===== src/rtl/trkc_pkg.sv =====
package trkc_pkg;

  typedef enum logic {
    ST_IDLE = 1'b0,
    ST_FILL = 1'b1
  } trkc_state_e;

  // True when a sector index is the final one on a track.
  function automatic logic sector_is_last(input int unsigned sec, input int unsigned nsec);
    return sec == nsec - 1;
  endfunction

  // Flat word address of a sector inside the buffer array.
  function automatic int unsigned word_addr(input int unsigned buf_idx, input int unsigned sec,
                                            input int unsigned nsec);
    return buf_idx * nsec + sec;
  endfunction

endpackage


===== src/rtl/trkc_dir.sv =====
module trkc_dir #(
  parameter int NBUF = 3,
  parameter int NSEC = 32,
  parameter int TW   = 16,
  localparam int BW  = (NBUF > 1) ? $clog2(NBUF) : 1,
  localparam int AW  = (NBUF > 1) ? $clog2(NBUF) : 1,
  localparam int SW  = $clog2(NSEC)
) (
  input  logic               clk,
  input  logic               rst,
  input  logic [TW-1:0]      lk_track,
  input  logic [SW-1:0]      lk_sector,
  output logic               trk_match,
  output logic [BW-1:0]      match_idx,
  output logic               sec_hit,
  output logic [BW-1:0]      victim_idx,
  input  logic               touch_en,
  input  logic [BW-1:0]      touch_idx,
  input  logic               alloc_en,
  input  logic               alloc_keep,
  input  logic [BW-1:0]      alloc_idx,
  input  logic [TW-1:0]      alloc_track,
  input  logic               mark_en,
  input  logic               mark_ok,
  input  logic [BW-1:0]      mark_idx,
  input  logic [SW-1:0]      mark_sec,
  output logic [NBUF*AW-1:0] age_flat
);

  logic [TW-1:0]   tag_q [NBUF];
  logic [NBUF-1:0] tv_q;
  logic [NSEC-1:0] vld_q [NBUF];
  logic [AW-1:0]   age_q [NBUF];
  logic [AW-1:0]   ref_age;

  // Age after a touch: the touched entry becomes youngest, younger ones grow one older.
  function automatic logic [AW-1:0] age_after(input logic [AW-1:0] cur,
                                              input logic [AW-1:0] touched_age,
                                              input logic is_touched);
    if (is_touched)             return '0;
    else if (cur < touched_age) return cur + AW'(1);
    else                        return cur;
  endfunction

  always_comb begin
    trk_match  = 1'b0;
    match_idx  = '0;
    victim_idx = '0;
    for (int i = 0; i < NBUF; i++) begin
      if (tv_q[i] && tag_q[i] == lk_track) begin
        trk_match = 1'b1;
        match_idx = BW'(i);
      end
      if (age_q[i] == AW'(NBUF - 1)) victim_idx = BW'(i);
    end
    sec_hit = trk_match && vld_q[match_idx][lk_sector];
    ref_age = age_q[touch_idx];
  end

  always_comb begin
    for (int i = 0; i < NBUF; i++) age_flat[i*AW +: AW] = age_q[i];
  end

  always_ff @(posedge clk) begin
    if (rst) begin
      tv_q <= '0;
      for (int i = 0; i < NBUF; i++) begin
        tag_q[i] <= '0;
        vld_q[i] <= '0;
        age_q[i] <= AW'(i);
      end
    end else begin
      for (int i = 0; i < NBUF; i++) begin
        if (touch_en) age_q[i] <= age_after(age_q[i], ref_age, touch_idx == BW'(i));
        if (alloc_en && alloc_idx == BW'(i)) begin
          tag_q[i] <= alloc_track;
          tv_q[i]  <= 1'b1;
          if (!alloc_keep) vld_q[i] <= '0;
        end else if (mark_en && mark_idx == BW'(i)) begin
          vld_q[i][mark_sec] <= mark_ok;
        end
      end
    end
  end

endmodule


===== src/rtl/trkc_ram.sv =====
module trkc_ram #(
  parameter int NBUF = 3,
  parameter int NSEC = 32,
  parameter int DW   = 16,
  localparam int BW  = (NBUF > 1) ? $clog2(NBUF) : 1,
  localparam int SW  = $clog2(NSEC),
  localparam int DEPTH = NBUF * NSEC,
  localparam int AD  = $clog2(DEPTH)
) (
  input  logic          clk,
  input  logic          we,
  input  logic [BW-1:0] widx,
  input  logic [SW-1:0] wsec,
  input  logic [DW-1:0] wdata,
  input  logic [BW-1:0] ridx,
  input  logic [SW-1:0] rsec,
  output logic [DW-1:0] rdata
);
  import trkc_pkg::*;

  logic [DW-1:0] mem [DEPTH];
  logic [AD-1:0] waddr, raddr;

  assign waddr = AD'(word_addr(int'(widx), int'(wsec), NSEC));
  assign raddr = AD'(word_addr(int'(ridx), int'(rsec), NSEC));
  assign rdata = mem[raddr];

  always_ff @(posedge clk) begin
    if (we) mem[waddr] <= wdata;
  end

endmodule


===== src/rtl/track_cache.sv =====
module track_cache #(
  parameter int NBUF = 3,
  parameter int NSEC = 32,
  parameter int TW   = 16,
  parameter int DW   = 16,
  localparam int BW  = (NBUF > 1) ? $clog2(NBUF) : 1,
  localparam int AW  = (NBUF > 1) ? $clog2(NBUF) : 1,
  localparam int SW  = $clog2(NSEC)
) (
  input  logic          clk,
  input  logic          rst,
  input  logic          req_valid,
  input  logic          req_write,
  input  logic [TW-1:0] req_track,
  input  logic [SW-1:0] req_sector,
  input  logic [DW-1:0] req_wdata,
  output logic          req_ready,
  output logic          rsp_valid,
  output logic [DW-1:0] rsp_data,
  output logic          rsp_err,
  output logic          dsk_rd_req,
  output logic [TW-1:0] dsk_rd_track,
  output logic [SW-1:0] dsk_rd_sector,
  input  logic          dsk_in_valid,
  input  logic [DW-1:0] dsk_in_data,
  input  logic          dsk_in_ok,
  output logic          dsk_wr_valid,
  output logic [TW-1:0] dsk_wr_track,
  output logic [SW-1:0] dsk_wr_sector,
  output logic [DW-1:0] dsk_wr_data
);
  import trkc_pkg::*;

  trkc_state_e state_q;
  logic [BW-1:0] fill_buf_q;
  logic [SW-1:0] fill_sec_q;
  logic          first_q;

  logic          trk_match, sec_hit;
  logic [BW-1:0] match_idx, victim_idx, fill_pick;
  logic [NBUF*AW-1:0] age_flat;
  logic [DW-1:0] ram_rdata;

  // Named events, also observed by the checker.
  logic acc, wr_acc;
  logic rd_hit_evt, rd_miss_evt, wr_hit_evt, wr_miss_evt;
  logic fill_word, fill_first_evt, fill_last;
  logic ram_we;

  assign req_ready      = (state_q == ST_IDLE) && !rst;
  assign acc            = req_valid && req_ready;
  assign wr_acc         = acc && req_write;
  assign rd_hit_evt     = acc && !req_write && sec_hit;
  assign rd_miss_evt    = acc && !req_write && !sec_hit;
  assign wr_hit_evt     = wr_acc && sec_hit;
  assign wr_miss_evt    = wr_acc && !sec_hit;
  assign fill_word      = (state_q == ST_FILL) && dsk_in_valid;
  assign fill_first_evt = fill_word && first_q;
  assign fill_last      = fill_word && sector_is_last(int'(fill_sec_q), NSEC);
  assign fill_pick      = trk_match ? match_idx : victim_idx;
  assign ram_we         = wr_hit_evt || fill_word;

  trkc_dir #(.NBUF(NBUF), .NSEC(NSEC), .TW(TW)) u_dir (
    .clk        (clk),
    .rst        (rst),
    .lk_track   (req_track),
    .lk_sector  (req_sector),
    .trk_match  (trk_match),
    .match_idx  (match_idx),
    .sec_hit    (sec_hit),
    .victim_idx (victim_idx),
    .touch_en   (rd_hit_evt || wr_hit_evt || rd_miss_evt),
    .touch_idx  (rd_miss_evt ? fill_pick : match_idx),
    .alloc_en   (rd_miss_evt),
    .alloc_keep (trk_match),
    .alloc_idx  (fill_pick),
    .alloc_track(req_track),
    .mark_en    (fill_word),
    .mark_ok    (dsk_in_ok),
    .mark_idx   (fill_buf_q),
    .mark_sec   (fill_sec_q),
    .age_flat   (age_flat)
  );

  trkc_ram #(.NBUF(NBUF), .NSEC(NSEC), .DW(DW)) u_ram (
    .clk  (clk),
    .we   (ram_we),
    .widx (fill_word ? fill_buf_q : match_idx),
    .wsec (fill_word ? fill_sec_q : req_sector),
    .wdata(fill_word ? dsk_in_data : req_wdata),
    .ridx (match_idx),
    .rsec (req_sector),
    .rdata(ram_rdata)
  );

  always_ff @(posedge clk) begin
    if (rst) begin
      state_q       <= ST_IDLE;
      fill_buf_q    <= '0;
      fill_sec_q    <= '0;
      first_q       <= 1'b0;
      rsp_valid     <= 1'b0;
      rsp_data      <= '0;
      rsp_err       <= 1'b0;
      dsk_rd_req    <= 1'b0;
      dsk_rd_track  <= '0;
      dsk_rd_sector <= '0;
      dsk_wr_valid  <= 1'b0;
      dsk_wr_track  <= '0;
      dsk_wr_sector <= '0;
      dsk_wr_data   <= '0;
    end else begin
      rsp_valid <= rd_hit_evt || fill_first_evt;
      rsp_err   <= fill_first_evt && !dsk_in_ok;
      if (rd_hit_evt)          rsp_data <= ram_rdata;
      else if (fill_first_evt) rsp_data <= dsk_in_data;

      dsk_rd_req <= rd_miss_evt;
      if (rd_miss_evt) begin
        dsk_rd_track  <= req_track;
        dsk_rd_sector <= req_sector;
      end

      dsk_wr_valid <= wr_acc;
      if (wr_acc) begin
        dsk_wr_track  <= req_track;
        dsk_wr_sector <= req_sector;
        dsk_wr_data   <= req_wdata;
      end

      case (state_q)
        ST_IDLE: if (rd_miss_evt) begin
          state_q    <= ST_FILL;
          fill_buf_q <= fill_pick;
          fill_sec_q <= req_sector;
          first_q    <= 1'b1;
        end
        ST_FILL: if (fill_word) begin
          fill_sec_q <= fill_sec_q + SW'(1);
          first_q    <= 1'b0;
          if (fill_last) state_q <= ST_IDLE;
        end
        default: state_q <= ST_IDLE;
      endcase
    end
  end

endmodule


===== config.mk =====
export PLATFORM = sky130hd
export DESIGN_NAME = track_cache
export DESIGN_NICKNAME = d
export VERILOG_FILES = /design/src/rtl/trkc_pkg.sv /design/src/rtl/trkc_dir.sv /design/src/rtl/trkc_ram.sv /design/src/rtl/track_cache.sv
export SDC_FILE = /design/constraint.sdc
export NUM_CORES = 2
export LEC_CHECK = 0
export ABC_AREA = 1
export CAP_MARGIN = 15
export CORE_MARGIN = 5
export CORE_UTILIZATION = 30
export CTS_BUF_LIST = sky130_fd_sc_hd__clkbuf_8
export DETAILED_ROUTE_END_ITERATION = 8
export HOLD_SLACK_MARGIN = 0.1
export PLACE_DENSITY_LB_ADDON = 0.15
export SKIP_CTS_REPAIR_TIMING = 1
export SYNTH_ARGS = -nofsm -noshare
export SYNTH_HDL_FRONTEND = slang
export SYNTH_HIERARCHICAL = 1
export SYNTH_SLANG_ARGS = --single-unit

===== constraint.sdc =====
create_clock -name clk -period 6.9 [get_ports clk]
set_input_delay 1.38 -clock clk [delete_from_list [all_inputs] [get_ports clk]]
set_output_delay 1.38 -clock clk [all_outputs]
set_load 0.005 [all_outputs]

==> run metrics <==
outcome=finished, final reports clean; post-route ant nets=0; core footprint=roughly 0.25 mm²; flop2flop setup slack=~1.8 ns; Max-Cap Viols=0; worst skew pair latency=between 1 and 1.5 ns; Top cell by count, worst path=nand2_1; antenna violations before repair=15; Synth cell types=between 40 and 50; EDFF count, synth=around 1,700; DRT iter0 DRCs=5,131; setup violators final=0; worst r2r src=u_dir/tag_q[0][47]; simple-gate share of the synthesized area=0.226; Core Rows=184; Slew @ Worst Pin=1.16 ns; pin count of the biggest net entering global routing=approximately 130; PortBufs=between 100 and 150; Hold WS=~0.46 ns; synth top area cells=edfxtp_1 67%, nand2_1 11%, nand3_1 7.9%; GR Layer Usage met2=0.276; total number of vias=roughly 53,000; Clk pwr share=0.406; Max VDD drop=approximately 210 µV; worst r2r dst=u_dir/vld_q[1][6]; Area Overhead vs Synth=15.1%; Hold Path Class=flip-flop to flip-flop; CP max-delay cell=nor3_4; Post-Syn Area per Cell=around 11 µm²; die width=just over 500 µm; routing usage on met1=0.290; Power Dens Cells=between 200 and 300 mW/mm²; CTS Buffer Depth=4; drt via density=a little under 5; total power=between 20 and 25 mW; total CTS buffers=~330; Routability Congestion=0.900; post-synthesis adder-cell area fraction=0.00116; first-pass GRT wire length=about 370 mm; crit path kind=primary input to flip-flop; Hold Path End=dsk_wr_data[7]; CP Max Fanout=14; worst hold start=dsk_wr_data[7]; CP peak stage delay=just under 0.6 ns; Slew HR=0.217; die height=just over 500 µm; data required time of the worst path=around 7.8 ns; Detail Placement HPWL=roughly 150 mm; post-synth net total=~7,000; H-tree levels=5; number of I/O pins=between 100 and 150; Startpoint Class=primary input; Highest Clock Rate=between 150 and 200 MHz; clock sink total=about 1,800; Remaining DRCs=0; Int Pwr=approximately 17 mW; Final nets=7,266; Net Sw Power=between 5 and 6 mW; Post-Syn Area=0.0754 mm²; largest family of logic cells by synthesized area=simple AND/OR/NAND/NOR gates; share of layout cells above drive strength 1=0.0999; CTS tree=built; gr usage total=0.190; gr ovfl total=0; post-synthesis xor/xnor area fraction=0.00116; Synth Warn #=6; busiest grt layer=met1; Main synth FF type=edfxtp_1; sequential share of power=0.521; clk root buf=clkbuf_8; die area=0.261 mm²; share of power burned in combinational logic=0.073; Min-Delay Path Depth=2; Clock Skew=0.108 ns; Switching Share=0.252; leak pwr=about 31 nW; Mapped Cells=6,912; Final Routed Wirelength=between 200 and 300 mm; post-synthesis mux area share=0; FF-to-FF path depth=36; Initial Util=0.301; cell taking the most area after synthesis=edfxtp_1; Critical Path Sink Type=flip-flop; Initial DRT Pass Iterations=7; Clock Pin Slew Worst Setup and Hold Paths=around 0.06 ns; ys async rst share=0; fin crit share=0.839; met3 usage in global routing=0.0353; RSZ-0062 raised after global routing=no; post-synth top area share=0.672; per-cell routed wire length=23.8 µm; CP arrival=about 6.6 ns; fin. max-slew vios=0; final worst path period need=roughly 5.8 ns; Final Hold Viols=0; Seq/Total Area, Yosys=0.696; vias in the first global route=around 50,000; Synth Area in Compound Gates=0.0328; Synth Register Bits=roughly 1,800
==> cell usage after synthesis, types with 30 or more instances <==
library cell / n
a21oi_1: 199
buf_1: 52
buf_2: 150
buf_4: 32
buf_6: 75
clkbuf_1: 106
dfxtp_1: 90
edfxtp_1: 1686
inv_1: 187
nand2_1: 2232
nand3_1: 1194
nor2_1: 511
nor3_1: 30
o21ai_0: 144
o31ai_1: 48
==> logic make-up (layout without fill, tap and decap cells) <==
| logic type | after synthesis | count (layout) |
|---|---|---|
| buf+inv | 629 | 1148 |
| compound gates | 443 | 443 |
| fa+ha+maj | 7 | 7 |
| flops | 1776 | 1776 |
| xor+xnor | 10 | 10 |
| simple gates | 4047 | 4047 |
| other cells | 0 | 8 |
==> power groups by stage <==
stage	logic (mW)	clock network (mW)	registers, mW
after CTS	1.68	9.64	12.0
after detailed placement	1.68	0	12.2
after global placement	1.67	0	12.2
final	1.67	9.33	12.0
after global routing	1.81	10.1	12.0
after floorplan	0.931	0	12.2
==> per-stage QoR <==
| stage | util | setup TNS [ns] | instance area [µm²] | instances | setup WS (ns) |
|---|---|---|---|---|---|
| 5_1_grt | 0.346 | 0 | 86700 | 10780 | 0.718 |
| 3_5_place_dp | 0.322 | -5.91 | 80800 | 10214 | -0.156 |
| 2_1_floorplan | - | 0 | 75400 | 6912 | 1.36 |
| 6_report | 0.346 | 0 | 86700 | 10787 | 1.11 |
| 3_3_place_gp | 0.322 | -7.67 | 80800 | 10214 | -0.188 |
| 4_1_cts | 0.346 | 0 | 86700 | 10778 | 1.00 |
==> state kept, by name (all words and copies together) (netlist names), 2 cells and up <==
name           flops
dsk_rd_track      16
u_dir/tv_q         3
u_dir/age_q        6
fill_buf_q         2
fill_sec_q         5
dsk_wr_sector      5
u_dir/vld_q       96
rsp_data          16
dsk_wr_data       16
u_ram/mem       1536
dsk_wr_track      16
u_dir/tag_q       48
dsk_rd_sector      5
==> per-layer routing <==
metal / share of wire / up-vias
li1: - / 24557
met3: 0.064 / 361
met5: 0.00019 / -
met1: 0.49 / 26668
met4: 0.024 / 6
met2: 0.43 / 1765
==> worst max-delay path, delay by kind of cell <==
family | cells | cell delay [ns]
compound gates | 1 | 0.08
simple gates | 27 | 3.27
buf+inv | 10 | 1.87
==> worst max-delay path by stage <==
stage                  startpoint                 to  slack (ns)  cells after the start
finish              req_track[11]  u_dir/vld_q[1][6]        1.11                     38
global route        req_track[11]  u_dir/age_q[0][1]        0.72                     31
CTS                 req_track[11]  u_dir/vld_q[0][1]         1.0                     37
detailed placement  req_track[11]  u_dir/vld_q[0][1]       -0.16                     37
global placement    req_track[11]  u_dir/vld_q[0][7]       -0.19                     38
floorplan           req_track[14]  u_dir/vld_q[1][7]        1.36                     34
==> placed cells by master, fill, tap and decap left out, types with 8 or more instances in the layout <==
cell type           n
nand2_1          2216
edfxtp_1         1686
nand3_1          1193
nor2_1            469
clkbuf_8          349
inv_1             295
buf_4             207
a21oi_1           199
o21ai_0           144
clkdlybuf4s50_1   131
dfxtp_1            90
clkinv_1           77
nor2_2             55
o31ai_1            48
nor3_1             30
buf_12             29
clkinv_2           21
nand4_1            20
o211ai_1           20
nand2_4            18
inv_2              17
o221ai_1           16
nand3b_1           12
or2_2              10
diode_2             8
==> cell type report <==
class	instances	area [µm²]
well taps	3348	4190
clock buffers	349	4800
fillers	25031	164000
diodes	8	20.0
inverters	212	823
clock inverters	215	1040
flip-flops and latches	1776	52400
repair buffers	372	3500
multi-input cells	4507	19900
No activity file was read; power rests on OpenSTA's default activity.
